## src/rtl/opd_pkg.sv

```systemverilog
package opd_pkg;

    localparam int OPD_DATA_W_DEF = 12;
    localparam int OPD_DEPTH_DEF  = 16;

    // Map a select code onto a legal stage index; codes past the last stage
    // read the oldest stage when DEPTH is not a power of two.
    function automatic int opd_tap_index(input int code, input int depth);
        if (code >= depth) begin
            return depth - 1;
        end
        return code;
    endfunction

    // Stack action decoded from the active-low push control.
    typedef enum logic {
        STK_HOLD = 1'b0,
        STK_PUSH = 1'b1
    } stk_op_e;

    function automatic stk_op_e opd_decode_push(input logic push_n);
        return push_n ? STK_HOLD : STK_PUSH;
    endfunction

endpackage

```

## src/rtl/opd_in_reg.sv

```systemverilog
module opd_in_reg #(
    parameter int DATA_W = opd_pkg::OPD_DATA_W_DEF
) (
    input  logic              clk,
    input  logic              rst,
    input  logic [DATA_W-1:0] d,
    output logic [DATA_W-1:0] q
);

    always_ff @(posedge clk) begin
        if (rst) begin
            q <= '0;
        end else begin
            q <= d;
        end
    end

endmodule

```

## src/rtl/opd_push_stack.sv

```systemverilog
module opd_push_stack
    import opd_pkg::*;
#(
    parameter int DATA_W = OPD_DATA_W_DEF,
    parameter int DEPTH  = OPD_DEPTH_DEF
) (
    input  logic                         clk,
    input  logic                         rst,
    input  stk_op_e                      op,
    input  logic [DATA_W-1:0]            top_in,
    output logic [DEPTH-1:0][DATA_W-1:0] stages
);

    for (genvar g = 0; g < DEPTH; g++) begin : g_stage
        logic [DATA_W-1:0] feed;

        if (g == 0) begin : g_head
            assign feed = top_in;
        end else begin : g_body
            assign feed = stages[g-1];
        end

        always_ff @(posedge clk) begin
            if (rst) begin
                stages[g] <= '0;
            end else if (op == STK_PUSH) begin
                stages[g] <= feed;
            end
        end
    end

endmodule

```

## src/rtl/opd_tap_sel.sv

```systemverilog
module opd_tap_sel
    import opd_pkg::*;
#(
    parameter int DATA_W = OPD_DATA_W_DEF,
    parameter int DEPTH  = OPD_DEPTH_DEF,
    localparam int SEL_W = $clog2(DEPTH)
) (
    input  logic                         clk,
    input  logic                         rst,
    input  logic [SEL_W-1:0]             sel_in,
    input  logic [DEPTH-1:0][DATA_W-1:0] stages,
    output logic [SEL_W-1:0]             sel_q,
    output logic [DATA_W-1:0]            tap_q
);

    logic [SEL_W-1:0]  idx;
    logic [DATA_W-1:0] tap_d;

    always_comb begin
        idx   = SEL_W'(opd_tap_index(int'(sel_q), DEPTH));
        tap_d = stages[idx];
    end

    always_ff @(posedge clk) begin
        if (rst) begin
            sel_q <= '0;
            tap_q <= '0;
        end else begin
            sel_q <= sel_in;
            tap_q <= tap_d;
        end
    end

endmodule

```

## src/rtl/opd_delay_stack.sv

```systemverilog
module opd_delay_stack
    import opd_pkg::*;
#(
    parameter int DATA_W = OPD_DATA_W_DEF,
    parameter int DEPTH  = OPD_DEPTH_DEF,
    localparam int SEL_W = $clog2(DEPTH)
) (
    input  logic              clk,
    input  logic              rst,
    input  logic [DATA_W-1:0] din,
    input  logic              push_n,
    input  logic [SEL_W-1:0]  tap_sel,
    output logic [DATA_W-1:0] opnd
);

    logic [DATA_W-1:0]            in_q;
    logic [DEPTH-1:0][DATA_W-1:0] stk_q;
    logic [SEL_W-1:0]             sel_q;
    stk_op_e                      stk_op;

    assign stk_op = opd_decode_push(push_n);

    opd_in_reg #(
        .DATA_W(DATA_W)
    ) in_reg_i (
        .clk (clk),
        .rst (rst),
        .d   (din),
        .q   (in_q)
    );

    opd_push_stack #(
        .DATA_W(DATA_W),
        .DEPTH (DEPTH)
    ) stack_i (
        .clk    (clk),
        .rst    (rst),
        .op     (stk_op),
        .top_in (in_q),
        .stages (stk_q)
    );

    opd_tap_sel #(
        .DATA_W(DATA_W),
        .DEPTH (DEPTH)
    ) tap_i (
        .clk    (clk),
        .rst    (rst),
        .sel_in (tap_sel),
        .stages (stk_q),
        .sel_q  (sel_q),
        .tap_q  (opnd)
    );

endmodule

```

## config.mk

```make
export PLATFORM = sky130hd
export DESIGN_NAME = opd_delay_stack
export DESIGN_NICKNAME = d
export VERILOG_FILES = /design/src/rtl/opd_pkg.sv /design/src/rtl/opd_in_reg.sv /design/src/rtl/opd_push_stack.sv /design/src/rtl/opd_tap_sel.sv /design/src/rtl/opd_delay_stack.sv
export SDC_FILE = /design/constraint.sdc
export NUM_CORES = 1
export LEC_CHECK = 0
export ABC_AREA = 1
export BUFFER_PORTS_ARGS = -buffer_cell sky130_fd_sc_hd__buf_2
export CORE_AREA = 2 2 146 148
export DETAILED_ROUTE_END_ITERATION = 8
export DIE_AREA = 0 0 148 150
export PLACE_DENSITY_LB_ADDON = 0.2
export SETUP_SLACK_MARGIN = 0.15
export SKIP_LAST_GASP = 1
export SYNTH_ARGS = -nofsm -noshare
export SYNTH_HDL_FRONTEND = slang
export SYNTH_HIERARCHICAL = 1
export SYNTH_SLANG_ARGS = --single-unit
```

## constraint.sdc

```tcl
create_clock -name clk -period 1.3 [get_ports clk]
set_input_delay 0 -clock clk [delete_from_list [all_inputs] [get_ports clk]]
set_output_delay 0 -clock clk [all_outputs]
set_load 0.05 [all_outputs]
```

==> impl_metrics.ini <==
[critical_path]
r2r-start = tap_i/sel_q[0]$_SDFF_PP0_
regToRegEndpoint = tap_i/tap_q[6]$_SDFF_PP0_
reg2reg_depth = 7
slowest_delay_ns = 0.46
cp.arrival_ns = 1.75
path_class = flip-flop to flip-flop
cp-start-kind = flip-flop
endpoint = tap_i/tap_q[6]$_SDFF_PP0_
path_common_cell = nand3_1
worstPathRequired_ns = 1.74
r2r_slack_ns = -0.01
critPathSlowestCell = dfxtp_4
startpoint = tap_i/sel_q[0]$_SDFF_PP0_
cp-end-kind = flip-flop
path_max_fanout = 19
path_cells = inv_8 > clkbuf_16 > nand2_1 > nand3_1 > nand3_1 > nand3_1 > a21oi_1

[layout]
fin_cells = 2137
design_area_sq_um = 12800
layout-drive-gt1-share_pct = 16.1
diodes = 0
area_delta_synth_final_pct = 10.8
final_nets = 1868

[clock_tree]
insertion_delay_ns = 0.51
clockBufferDepth = 3
cts_sinks = 220
cts_tree = done
htree_levels = 1
cts_root_buf = clkbuf_16
cts_buffers = 25
postCtsSetupBuffers = 0
clkSlewWorstSetupHoldPaths_ns = 0.06

[detailed_routing]
num_vias = 9818
wl_per_cell_microns = 11.5
wirelength_mm = 24.6
drc = 0
ant_nets = 0
drt_iter0_drc = 560
dr.pass1.iters = 5
viasPerCell = 4.59

[status]
violations = negative setup slack
outcome = complete, but fails checks

[power_and_ir_drop]
pwr-share-seq_pct = 45.6
internal-power_mw = 12.0
p_clk_share_pct = 39.6
p_switching_mw = 4.49
pwr_density_cell_nw_per_um2 = 1290
power_frac_comb_pct = 14.8
swShare_pct = 27.3
leakagePower_nw = 6.32
peakVddDrop_v = 0.000942

[yosys]
synth_edf_count = 0
ys_types = 17
yosys.area.top_type = dfxtp_1
synth_top_cell_area_share_pct = 38.2
synth_warnings = 6
synth_ff_type = dfxtp_1
ys_async_sr_fraction_pct = 0
ys_ff_latch = 220
avgSynthCellArea_sq_um = 6.27
yosysSeqAreaShare_pct = 38.2
synthesis.nets = 1858
yosys-top-cells-area = dfxtp_1, nand2_1, inv_1, nor2_1, nor2_2
syn_inst = 1839
synth_area_sq_um = 11500
synthTopCellsByCount = nand2_1, inv_1, nor2_1, dfxtp_1, nand3_1
yosys.cell_count.top_type = nand2_1

[global_routing]
overflow = 0
grt_max_degree = 70
grtUsageMet2_pct = 36.4
grt_pass1_wl_mm = 40.2
antenna_found_initial = 0
grt_use_total_pct = 21.4
grt_util_met1_pct = 28.8
met3_usage_pct = 2.74
grt-busiest-layer = met2
grt_pass1_vias = 8597

[placement]
gp_congestion = 0.774
pre_cts_slack_ns = 0.0654
placed_area_sq_um = 11700
place.port_buffers = 30
dp.final_hpwl_mm = 14.3
placed_cells = 2075

[sta]
min_period_over_period_pct = 101
grt_setup_unrepaired = yes
skew_ns = 0.00763
max_freq_mhz = 762
min_period_ns = 1.31
tightest_slew_ns = 0.411
drv_slew = 0
setup_viol = 2
setup_ws_ns = -0.0129
hold_viol = 0
hold_slack_ns = 0.229
slew_headroom_pct = 72.6

[die]
dieHeight_microns = 150
num_rows = 53
start_util_pct = 55.7
core_area_sq_um = 20700
die_w_microns = 148
die_area_sq_um = 22200
io_pins = 31

[run]
cap_violations = 0

[hold_path]
hold_path.class = input port to flip-flop
==> metrics by stage <==
stage          TNS (ns)  utilization (%)  total power, mW
2_1_floorplan         0                -             9.55
3_3_place_gp          0             56.4             9.91
3_5_place_dp          0             56.4             9.96
4_1_cts               0             61.0             16.6
5_1_grt          -0.514             61.7             17.3
6_report        -0.0162             61.7             16.5
==> power groups by stage <==
stage / logic, mW / registers, mW / clock network [mW]
after floorplan: 1.89 / 7.66 / 0
after global placement: 2.27 / 7.64 / 0
after detailed placement: 2.32 / 7.64 / 0
after CTS: 2.39 / 7.50 / 6.70
after global routing: 2.80 / 7.57 / 6.97
final: 2.44 / 7.51 / 6.51
==> layer usage <==
layer / share of wire (%) / up-vias
met3: 4.3 / 37
met5: 0 / -
li1: - / 5291
met4: 1.9 / 0
met2: 46 / 177
met1: 47 / 4313
==> registers in the layout, summed over array words and instances (netlist names) <==
name and count:
stack_i/stages 12, in_reg_i/q 12, tap_i/sel_q 4, stack_i/g_stage.feed 180, tap_i/tap_q 12
==> what timing repair did <==
item	CTS	global route
hold buffers	18	0
gates resized for setup	10	11
cloned	0	4
setup endpoints to repair	20	12
hold endpoints to repair	40	0
==> worst min path at each step <==
| stage | start | depth (start not counted) | endpoint |
|---|---|---|---|
| 3_5_place_dp | din[7] | 3 | in_reg_i/q[7]$_SDFF_PP0_ |
| 3_3_place_gp | din[7] | 3 | in_reg_i/q[7]$_SDFF_PP0_ |
| 2_1_floorplan | rst | 1 | in_reg_i/q[11]$_SDFF_PP0_ |
| 6_report | din[9] | 4 | in_reg_i/q[9]$_SDFF_PP0_ |
| 4_1_cts | din[7] | 4 | in_reg_i/q[7]$_SDFF_PP0_ |
| 5_1_grt | din[3] | 4 | in_reg_i/q[3]$_SDFF_PP0_ |
==> placed cells by master, fill, tap and decap left out, types with 18 or more instances in the layout <==
master / synthesis / routed
nor2_2: 100 / 100
buf_2: 42 / 22
buf_4: 19 / 27
inv_1: 309 / 307
clkbuf_16: 0 / 29
nand2_1: 582 / 582
nand3_1: 120 / 119
nor2_1: 300 / 300
dfxtp_1: 220 / 218
dlygate4sd3_1: 0 / 18
nand2_2: 90 / 90
==> final cells by class <==
cell class,count,area (sq um)
repair buffers,88,915
well taps,275,344
fillers,1948,7930
flip-flops and latches,220,4410
clock inverters,6,57.6
multi-input cells,1204,5160
clock buffers,34,689
inverters,310,1180
==> critical path: cells and delay by family (launching register included) <==
family | cells | cell delay [ns]
DFF | 1 | 0.46
and+or+nand+nor | 4 | 0.34
buffers and inverters | 2 | 0.29
AOI/OAI and AO/OA | 1 | 0.16
==> cells by family after synthesis <==
group	count (synthesis)	share of synthesized area, %
buffers and inverters	415	17.0
AO/OA/AOI/OAI	12	0.521
AND/OR/NAND/NOR	1192	44.3
flip-flops	220	38.2
Power figures use the tool's default switching activity.
